$ cat src/rtl/serctl_regfile.sv
`timescale 1ns/1ps
module serctl_regfile #(
  parameter int NREG = 16,
  parameter int NPAIR = 2,
  parameter int TMO_CYC = 1024,
  parameter logic [6:0] DEV_ADDR = 7'b0011010,
  parameter logic [NPAIR*14-1:0] PAIR_MAP = {7'd7, 7'd6, 7'd5, 7'd4},
  parameter logic [NREG*9-1:0] RST_VALS = '0
) (
  input  logic              clk,
  input  logic              rst_n,
  input  logic              mode_two_wire,
  input  logic              sck,
  input  logic              sdi,
  input  logic              sle,
  input  logic [NPAIR-1:0]  zc_in,
  output logic              sda_pull,
  output logic [NPAIR-1:0]  upd_stb,
  output logic [NREG*9-1:0] reg_q
);
  localparam int AW = $clog2(NREG);
  localparam int TW = $clog2(TMO_CYC + 1);

  typedef enum logic [2:0] {I_IDLE, I_ADDR, I_ACKA, I_HI, I_ACKH, I_LO, I_ACKL, I_SKIP} ist_t;

  // two synchronizer stages plus one history stage per line
  logic [2:0] sck_p, sdi_p, sle_p;
  always_ff @(posedge clk or negedge rst_n)
    if (!rst_n) begin
      sck_p <= 3'b000;
      sdi_p <= 3'b111;
      sle_p <= 3'b111;
    end else begin
      sck_p <= {sck_p[1:0], sck};
      sdi_p <= {sdi_p[1:0], sdi};
      sle_p <= {sle_p[1:0], sle};
    end

  wire sck_r   = sck_p[1] & ~sck_p[2];
  wire sck_f   = ~sck_p[1] & sck_p[2];
  wire sle_r   = sle_p[1] & ~sle_p[2];
  wire scl_hi  = sck_p[1] & sck_p[2];
  wire i_start = mode_two_wire & scl_hi & ~sdi_p[1] & sdi_p[2];
  wire i_stop  = mode_two_wire & scl_hi & sdi_p[1] & ~sdi_p[2];

  // three-wire shifter
  logic [15:0] sr3;
  logic [4:0]  n3;
  always_ff @(posedge clk or negedge rst_n)
    if (!rst_n) begin
      sr3 <= '0;
      n3  <= '0;
    end else if (!mode_two_wire) begin
      if (sle_r) n3 <= '0;
      else if (!sle_p[1] && sck_r) begin
        sr3 <= {sr3[14:0], sdi_p[1]};
        if (n3 != 5'd17) n3 <= n3 + 5'd1;
      end
    end
  wire c3 = !mode_two_wire && sle_r && (n3 == 5'd16);

  // two-wire target
  ist_t        st;
  logic [7:0]  sr2, hi2;
  logic [3:0]  n2;
  logic [15:0] w2;
  logic        c2;
  always_ff @(posedge clk or negedge rst_n)
    if (!rst_n) begin
      st <= I_IDLE; sr2 <= '0; hi2 <= '0; n2 <= '0; w2 <= '0; c2 <= 1'b0; sda_pull <= 1'b0;
    end else begin
      c2 <= 1'b0;
      if (!mode_two_wire) begin
        st <= I_IDLE;
        sda_pull <= 1'b0;
      end else if (i_start) begin
        st <= I_ADDR; n2 <= '0; sda_pull <= 1'b0;
      end else if (i_stop) begin
        st <= I_IDLE; sda_pull <= 1'b0;
      end else if (sck_r && (st == I_ADDR || st == I_HI || st == I_LO)) begin
        sr2 <= {sr2[6:0], sdi_p[1]};
        n2  <= n2 + 4'd1;
      end else if (sck_f) begin
        case (st)
          I_ADDR: if (n2 == 4'd8) begin
            n2 <= '0;
            if (sr2 == {DEV_ADDR, 1'b0}) begin sda_pull <= 1'b1; st <= I_ACKA; end
            else st <= I_SKIP;
          end
          I_HI: if (n2 == 4'd8) begin
            n2 <= '0; hi2 <= sr2; sda_pull <= 1'b1; st <= I_ACKH;
          end
          I_LO: if (n2 == 4'd8) begin
            n2 <= '0; w2 <= {hi2, sr2}; c2 <= 1'b1; sda_pull <= 1'b1; st <= I_ACKL;
          end
          I_ACKA: begin sda_pull <= 1'b0; st <= I_HI; end
          I_ACKH: begin sda_pull <= 1'b0; st <= I_LO; end
          I_ACKL: begin sda_pull <= 1'b0; st <= I_SKIP; end
          default: ;
        endcase
      end
    end

  // commit decode
  wire        cm  = c3 | c2;
  wire [15:0] cw  = mode_two_wire ? w2 : sr3;
  wire [6:0]  ca  = cw[15:9];
  wire [8:0]  dat = cw[8:0];
  wire        srst = cm && (ca == 7'd0);
  wire        in_range = int'(ca) < NREG;

  logic [NPAIR-1:0] in_pair;
  always_comb
    for (int k = 0; k < NPAIR; k++)
      in_pair[k] = (ca == PAIR_MAP[k*14 +: 7]) || (ca == PAIR_MAP[k*14+7 +: 7]);
  wire is_vol = |in_pair;

  // free-running timeout tick
  logic [TW-1:0] tcnt;
  wire tick = (tcnt == TW'(TMO_CYC - 1));
  always_ff @(posedge clk or negedge rst_n)
    if (!rst_n) tcnt <= '0;
    else tcnt <= tick ? '0 : tcnt + 1'b1;

  // register bank, shadows and pending updates
  logic [8:0] act [NREG];
  logic [7:0] shd [NREG];
  logic [NPAIR-1:0] pend, now, seen, apply;

  always_comb
    for (int k = 0; k < NPAIR; k++)
      apply[k] = pend[k] & (now[k] | zc_in[k] | (tick & seen[k]));

  always_ff @(posedge clk or negedge rst_n)
    if (!rst_n) begin
      for (int i = 0; i < NREG; i++) begin
        act[i] <= RST_VALS[i*9 +: 9];
        shd[i] <= RST_VALS[i*9 +: 8];
      end
      pend <= '0; now <= '0; seen <= '0; upd_stb <= '0;
    end else if (srst) begin
      for (int i = 0; i < NREG; i++) begin
        act[i] <= RST_VALS[i*9 +: 9];
        shd[i] <= RST_VALS[i*9 +: 8];
      end
      pend <= '0; now <= '0; seen <= '0; upd_stb <= '0;
    end else begin
      upd_stb <= apply;
      for (int k = 0; k < NPAIR; k++) begin
        if (apply[k]) begin
          act[AW'(PAIR_MAP[k*14 +: 7])]   <= {1'b0, shd[AW'(PAIR_MAP[k*14 +: 7])]};
          act[AW'(PAIR_MAP[k*14+7 +: 7])] <= {1'b0, shd[AW'(PAIR_MAP[k*14+7 +: 7])]};
          pend[k] <= 1'b0;
        end else if (pend[k] && tick) seen[k] <= 1'b1;
      end
      if (cm && in_range) begin
        if (is_vol) begin
          shd[AW'(ca)] <= dat[7:0];
          for (int k = 0; k < NPAIR; k++)
            if (in_pair[k] && dat[8]) begin
              pend[k] <= 1'b1;
              now[k]  <= ~dat[7];
              seen[k] <= 1'b0;
            end
        end else act[AW'(ca)] <= dat;
      end
    end

  always_comb
    for (int i = 0; i < NREG; i++) reg_q[i*9 +: 9] = act[i];
endmodule

$ cat config.mk
export PLATFORM = sky130hd
export DESIGN_NAME = serctl_regfile
export DESIGN_NICKNAME = d
export VERILOG_FILES = /design/src/rtl/serctl_regfile.sv
export SDC_FILE = /design/constraint.sdc
export NUM_CORES = 1
export LEC_CHECK = 0
export BUFFER_PORTS_ARGS = -buffer_cell sky130_fd_sc_hd__buf_2
export CORE_ASPECT_RATIO = 1.25
export CORE_MARGIN = 10
export CORE_UTILIZATION = 30
export DETAILED_ROUTE_END_ITERATION = 8
export SLEW_MARGIN = 15
export SYNTH_ARGS = -nofsm -noshare
export SYNTH_HDL_FRONTEND = slang
export SYNTH_SLANG_ARGS = --single-unit
export TNS_END_PERCENT = 30
$ cat constraint.sdc
create_clock -name clk -period 3.65 [get_ports clk]
set_input_delay 0.73 -clock clk [delete_from_list [all_inputs] [get_ports clk]]
set_output_delay 0.73 -clock clk [all_outputs]
set_load 0.02 [all_outputs]
==> key figures, run 1 <==
Setup path
  – RR Startpoint: n3[2]$_DFFE_PN0P_
  – WS Path Type: reg -> reg
  – CP top delay family: simple AND/OR/NAND/NOR gates
  – Critical Path Sink Type: flip-flop
  – Worst EP required: a little over 4000 ps
  – Reg2reg setup slack: between 1000 and 1500 ps
  – WP data arrival: 2980 ps
  – CP Launch Type: flip-flop
  – Worst setup startpoint: n3[2]$_DFFE_PN0P_
  – CP Cell Sequence: nor3b_1 -> a41o_2 -> and3_1 -> a22o_1
  – Slowest stage delay, CP: just over 700 ps
  – Crit Path Max Fanout: 26
  – Crit-path slowest cell: and3_1
  – Critical path buffers and inverters: 0

STA
  – RSZ-0062 raised after global routing: no
  – Final period utilization: 68.17%
  – Slew @ Worst Pin: between 800 and 900 ps
  – Setup TNS: 0 ps
  – Worst Clk Skew: between 20 and 30 ps
  – Peak Freq: around 400 MHz
  – Hold WS: around 200 ps
  – Final Hold Fails: 0
  – Worst rel slew slack: ~43%
  – Final Setup Violations: 0
  – Minimum clock period: ~2500 ps
  – Fin. max-slew vios: 0

Floorplan
  – Die ar.: 46,250 um2
  – Placement Rows: slightly below 80
  – Die Ht: between 200 and 250 um
  – DIE WIDTH: a little under 200 um
  – Core area: 37,360 um2
  – Initial core utilization: a little under a third
  – Io pins: around 160

Hold path
  – Hold Path Class: in -> async

Yosys
  – Area leader, netlist: dfrtp_1
  – Largest family of logic cells by synthesized area: compound AO/OA/AOI/OAI gates
  – YS warnings: 0
  – Synth Area in XOR/XNOR: 0.8450%
  – Distinct cell type count after synthesis: 69
  – Post-synthesis compound-gate area fraction: roughly a fifth
  – Post-Syn Nets: roughly 900
  – Largest cells by area after synthesis: dfrtp_1 57%, a22o_1 9.1%, mux2_2 5.7%, o211ai_1 2.2%, nand3_1 2.1%
  – Most frequent cell after synthesis: dfrtp_1
  – Mean Syn Cell Area: between 10 and 15 um2
  – Post-synthesis sequential area ratio: between 50 and 60%
  – Area share of fa/ha/maj cells after synthesis: less than 1%
  – Post-synthesis mux area share: under 10%
  – Simple-Gate Fraction of Synth Area: under 10%
  – Post-synth top cells: 260 x dfrtp_1, 118 x a22o_1, 58 x mux2_2
  – Post-synth top flop: dfrtp_1
  – Flops & latches, synth: between 200 and 300
  – Yosys top cell area share: between 50% and 60%
  – Ys async rst share: 100.0%
  – Synth Instances: between 800 and 900
  – EDFF count, synth: 0
  – Synthesized area: between 10,000 and 15,000 um2

Placement
  – Cells after DPL: 1,481
  – Post-DP HPWL: between 20 and 25 mm
  – IO buf count: between 150 and 200
  – GPL Wtd Cong: 0.8075

Final layout
  – Antenna cells: 0
  – # nets final: ~1,000
  – Area grow syn2layout: 20.97%
  – Layout cells sized above 1: 32.38%
  – Post-route insts no fill: ~1,500

GRT
  – Total gr overflow: 0
  – GRT Overall Usage: a little over an eighth
  – Vias in the first global route: 8,152
  – First-pass GRT wire length: approximately 50 mm
  – Largest net degree at the start of global routing: between 90 and 100
  – Initial antenna violation count: 0

Clock tree
  – CTS sink cnt: 266
  – CTS max path bufs: 3
  – Htree depth: 1
  – Resized cells post-CTS: 0
  – Worst-path clk slew: about 60 ps
  – Total CTS buffers: 29
  – CTS tree: done
  – Hold-fix buffers, CTS: 0
  – Clock root buffer: clkbuf_16
  – Clk Latency, worst-skew pair: roughly 550 ps
  – Postcts setup bufs: 0

Power
  – VDD IR max: ~0.00034 V
  – Pwr/cell area: 488.7 nW/um2
  – Leakage: about 6.6 nW
  – Overall power: between 0.006 and 0.007 W

Flow run
  – MaxCap Viol Count: 0

Status
  – Status: completed

Detailed routing
  – Via count of the routed design: 8,037
  – Post-route DRC violation count: 0
  – Vias per inst: ~5.2
  – ANT nets after route: 0
  – 1st-pass router iterations: 6
  – WL/cell: approximately 21 um
  – Initial DRC Count: ~560
  – Total wire length: around 31 mm
-- metrics by stage --
stage          util (%)  instance area, um2  worst slack [ps]
3_3_place_gp      33.97               12690             687.4
6_report          36.91               13790              1162
3_5_place_dp      33.97               12690             618.0
5_1_grt           36.91               13790              1019
4_1_cts           36.91               13790              1136
2_1_floorplan         -               11400              1248
-- logic make-up after synthesis --
| kind of cell | after synthesis |
|---|---|
| multiplexers | 58 |
| buffers and inverters | 88 |
| AO/OA/AOI/OAI | 276 |
| flip-flops | 266 |
| XOR/XNOR | 11 |
| adder cells (fa/ha/maj) | 6 |
| AND/OR/NAND/NOR | 177 |
-- flip-flops by register name, summed over array words and instances (netlist names), 4 cells and up --
signal,cells
reg_q,144
shd,32
sr3,16
w2,16
tcnt,11
hi2,8
sr2,8
n3,5
n2,4
-- cell usage in the layout, fill, tap and decap left out, drive strengths merged, types with 4 or more instances in the layout --
cell / Yosys / final
dfrtp: 260 / 260
buf: 42 / 180
a22o: 118 / 118
mux2: 58 / 58
nand3: 49 / 49
a21oi: 36 / 36
o211ai: 36 / 36
clkbuf: 25 / 33
inv: 21 / 23
nand2: 21 / 21
nor2: 18 / 18
o2111ai: 17 / 17
a22oi: 14 / 14
and3: 13 / 13
nand3b: 13 / 13
and2: 12 / 12
o2bb2ai: 11 / 11
o21ai: 9 / 9
a31oi: 8 / 8
bufinv: 0 / 8
or3b: 7 / 7
xnor2: 6 / 6
ha: 6 / 6
dfstp: 6 / 6
clkinv: 0 / 6
xor2: 5 / 5
a32o: 5 / 5
nor3: 5 / 5
nor4: 5 / 5
nor4b: 5 / 5
nor2b: 4 / 4
a211oi: 4 / 4
-- final cells by class --
| class | count | area (um2) |
|---|---|---|
| fillers | 3666 | 23570 |
| flip-flops and latches | 266 | 6664 |
| multi-input cells | 528 | 4317 |
| repair buffers | 180 | 1026 |
| clock buffers | 33 | 780.7 |
| well taps | 486 | 608.1 |
| clock inverters | 19 | 317.8 |
| inverters | 21 | 78.83 |
-- power by group --
| part | internal [W] | switching [W] | leakage (nW) | total [W] |
|---|---|---|---|---|
| logic | 0.000122 | 0.000187 | 2.44 | 0.000309 |
| clock network | 0.00210 | 0.00122 | 0.533 | 0.00333 |
| registers | 0.00303 | 0.0000784 | 3.65 | 0.00310 |
-- per-layer routing --
metal / GRT usage, % / part of all wire (%)
met5: 0 / 0
met4: 3.245 / 1.7
met1: 17.59 / 45
met3: 2.273 / 4.2
met2: 21.75 / 49
-- worst reg2reg max path, stage by stage, from the launching register on --
cell and delay [ps]:
dfrtp_1 440, nor3b_1 410, a41o_2 610, and3_1 730
a22o_1 270
-- final timing paths --
kind / end / cells after the start
max: reg_q[75]$_DFFE_PN0P_ / 4
min: sda_pull$_DFFE_PN0P_ / 1
max reg2reg: reg_q[75]$_DFFE_PN0P_ / 4
min reg2reg: sle_p[1]$_DFF_PN1_ / 0
max in group asynchronous: shd[80]$_DFFE_PN0P_ / 2
min in group clk: sdi_p[0]$_DFF_PN1_ / 1
Note: power is estimated with default switching activity, not from simulation.
==> run 2, diff against run 1 <==
Settings changed: ABC_AREA set to 1.
Clock period 3.65 ns to 2 ns, I/O delays scaled along.
==> run 2 against run 1 <==
Against the previous run:
- core utilization increased by 1.8 points
- critical path depth grew 8
- clock-buffer cell count up 10
- clock skew shrank 17 ps
- combinational power grew to 3.5 times the previous value
- sequential cell count unchanged
- worst hold slack got worse by 14 ps
- maximum frequency grew 35%
- die area is 0.38% lower
- final cell count increased by 35%
- critical endpoint is now reg_q[79]$_DFFE_PN0P_
- synthesized area decreased by 0.42%
==> key figures, run 2 <==
Setup path
  – WP depth: 12 (+8)
  – WS Path Type: reg -> reg
  – CP Launch Type: flip-flop
  – Critical path buffers and inverters: 3 (+3)
  – Critical path's most frequent cell: nand2_1
  – Crit Path Max Fanout: 13 (-50%)
  – Reg2reg path depth: 12 (+8)
  – Crit-path slowest cell: dfrtp_1
  – WP data arrival: 2270 ps (-710 ps)
  – CP Cell Sequence: inv_2 -> ha_1 -> nand2_1 -> nor2_2 -> nand2_1 -> nand2_2 -> nand2_4 -> inv_4 -> buf_12 -> o211ai_2 -> nand2_1 -> nand2_1
  – Slowest stage delay, CP: 410 ps (-300 ps)
  – Critical Path Sink Type: flip-flop
  – CP top delay family: simple AND/OR/NAND/NOR gates
  – Worst EP required: 2420 ps (-1720 ps)

Yosys
  – Synth Instances: 1,335 (+51%)
  – Post-synth top cells: 486 x nand2_1, 260 x dfrtp_1, 138 x nand3_1
  – Post-Syn Nets: 1,349 (+51%)
  – Most frequent cell after synthesis: nand2_1
  – Flops & latches, synth: 266 (unchanged)
  – Post-synthesis sequential area ratio: 58.70% (+0.24 points)
  – EDFF count, synth: 0 (unchanged)
  – Synthesized area: 11,350 um2 (-0.42%)
  – Largest cells by area after synthesis: dfrtp_1 57%, nand2_1 16%, nand3_1 6.1%, nor2_1 3.9%, inv_1 3.5%
  – Post-synth top flop: dfrtp_1
  – Mean Syn Cell Area: 8.504 um2 (-34%)
  – Yosys top cell area share: 57.31% (+0.24 points)
  – Distinct cell type count after synthesis: 30 (-57%)
  – YS warnings: 0 (unchanged)
  – Area leader, netlist: dfrtp_1
  – Ys async rst share: 100.0% (unchanged)

Final layout
  – Number of fill cells: 3,816 (+4.1%)
  – Post-route design area: 14,450 um2 (+4.8%)
  – Final Util: 38.67% (+1.8 points)
  – Commonest non-fill, non-tap cell in the layout: nand2_1
  – Max reg flops: 144 (unchanged)
  – Area grow syn2layout: 27.28%
  – Antenna cells: 0 (unchanged)
  – Most frequent cells in the layout: 479 x nand2_1, 260 x dfrtp_1, 153 x buf_2
  – Layout cells sized above 1: 22.09% (-10 points)
  – # nets final: 1,582 (+52%)

Clock tree
  – CTS max path bufs: 3 (unchanged)
  – Htree depth: 1 (unchanged)
  – Total CTS buffers: 29 (unchanged)
  – CTS sink cnt: 266 (unchanged)
  – CTS tree: done
  – Worst-path clk slew: 60 ps (about the same)
  – Clk Latency, worst-skew pair: 540 ps (about the same)
  – Clock root buffer: clkbuf_16

Placement
  – IO buf count: 154 (unchanged)
  – GPL Wtd Cong: 0.8303 (+2.8%)
  – Post-DP HPWL: 23.51 mm (+6.0%)
  – Cell Area, Placed: 13,290 um2 (+4.7%)

Hold path
  – Hold Path Class: in -> reg
  – Hold Path Depth: 4

Floorplan
  – Die Ht: 237.5 um (-0.19%)
  – Die ar.: 46,080 um2 (-0.38%)
  – Initial core utilization: 30.39% (-0.13 points)
  – Placement Rows: 79 (unchanged)
  – Core area: 37,360 um2 (unchanged)
  – DIE WIDTH: 194 um (-0.19%)
  – Io pins: 155 (unchanged)

GRT
  – Largest net degree at the start of global routing: 59 (-37%)
  – Vias in the first global route: 9,461 (+16%)
  – Met1 usage: 17.49% (-0.098 points)
  – Top Usage Layer GRT: met2
  – Total gr overflow: 0 (unchanged)
  – GRT Overall Usage: 13.84% (+0.66 points)
  – Initial antenna violation count: 1 (+1)
  – Met3 usage: 2.056% (-0.22 points)
  – First-pass GRT wire length: 53.08 mm (+5.8%)
  – Met2 usage: 24.16% (+2.4 points)

STA
  – Fin. max-slew vios: 0 (unchanged)
  – Final Setup Violations: 0 (unchanged)
  – Final period utilization: 92.17% (+24 points)
  – Worst rel slew slack: 64.03% (+21 points)
  – Slew @ Worst Pin: 533.9 ps (-303.9 ps)
  – Worst Clk Skew: 8.192 ps (-17.48 ps)
  – Minimum clock period: 1843 ps (-644.9 ps)
  – Peak Freq: 542.5 MHz (+35%)
  – Final Hold Fails: 0 (unchanged)

Power
  – VDD IR max: 0.0006321 V (+88%)
  – Leakage: 8.128 nW (+23%)
  – Pwr/cell area: 842.3 nW/um2 (+72%)

Detailed routing
  – Total wire length: 32.75 mm (+4.1%)
  – Post-route DRC violation count: 0 (unchanged)
  – Via count of the routed design: 9,461 (+18%)
  – 1st-pass router iterations: 5 (-1)
  – Initial DRC Count: 616 (+9.2%)
  – WL/cell: 15.78 um (-23%)
  – Vias per inst: 4.560 (-13%)
  – ANT nets after route: 0 (unchanged)

Flow run
  – MaxCap Viol Count: 0 (unchanged)

Status
  – Status: completed
-- run 2: cell types whose count changed after synthesis, moves of 12 or more --
| cell | change |
|---|---|
| a21oi_1 | -22 |
| o21ai_0 | +54 |
| inv_1 | +84 |
| o211ai_1 | -33 |
| nand3_1 | +90 |
| nand4_1 | +29 |
| and2_1 | -12 |
| a22o_1 | -118 |
| nor2_1 | +101 |
| nand2_1 | +465 |
| mux2_2 | -57 |
| nand3b_1 | -12 |
-- run 2: timing repair --
action                                 CTS  global route
endpoints found under the hold margin   47             0
hold buffers                             4             0
setup endpoints to repair               40           164
setup buffers                            1             1
pin swaps                                0             1
gates resized for setup                  5            25
-- run 2: cells by family (layout without fill, tap and decap cells) --
logic type / Yosys count / count (layout) / synth area share (%)
simple gates: 801 / 801 / 29.37
fa+ha+maj: 6 / 6 / 0.6612
mux: 1 / 1 / 0.09918
compound gates: 94 / 94 / 5.003
flops: 266 / 266 / 58.70
buf+inv: 160 / 414 / 5.631
xor+xnor: 7 / 7 / 0.5400
-- run 2: through the flow --
step / TNS (ps) / hold slack, ps / worst slack (ps) / total power [W] / std cells
after floorplan: 0 / 104.4 / 203.0 / 0.006307 / 1335
after CTS: 0 / 155.9 / 3.679 / 0.01230 / 2074
after detailed placement: -3388 / 337.3 / -126.1 / 0.006863 / 2017
after global placement: -815.6 / 340.8 / -50.83 / 0.006841 / 2017
after global routing: -17.25 / 194.6 / -10.01 / 0.01271 / 2075
final: 0 / 181.2 / 156.6 / 0.01217 / 2075
-- run 2: worst paths after layout --
path                                    start                     to  slack [ps]
setup reg to reg            n3[1]$_DFFE_PN0P_  reg_q[79]$_DFFE_PN0P_         160
hold / removal                       zc_in[1]      pend[1]$_DFF_PN0_         180
setup / recovery            n3[1]$_DFFE_PN0P_  reg_q[79]$_DFFE_PN0P_         160
max in group asynchronous               rst_n      w2[5]$_DFFE_PN0P_         930
min in group asynchronous               rst_n   reg_q[5]$_DFFE_PN0P_         360
hold reg to reg            sck_p[0]$_DFF_PN0_     sck_p[1]$_DFF_PN0_         350
-- run 2: layout make-up --
class	count	area, um2	area share, %
flip-flops and latches	266	6664	46.12
multi-input cells	909	4160	28.79
repair buffers	253	1637	11.33
inverters	109	411.6	2.849
clock buffers	43	868.3	6.009
clock inverters	9	101.3	0.7014
well taps	486	608.1	4.208
-- run 2: power by group --
part | total (W) | internal, W | switching (W)
clock | 0.00538 | 0.00324 | 0.00214
combinational | 0.00108 | 0.000339 | 0.000746
sequential | 0.00571 | 0.00557 | 0.000138
-- run 2: per-layer routing --
| layer | vias to the layer above | part of all wire [%] |
|---|---|---|
| li1 | 4714 | - |
| met1 | 4494 | 43 |
| met2 | 201 | 50 |
| met3 | 50 | 4.5 |
| met4 | 2 | 2.1 |
| met5 | - | 0.040 |
-- run 2: worst min-delay path, cell delays in order --
cell and delay [ps]:
buf_2 90, nor2_1 60, nand3_1 80, a21oi_1 60
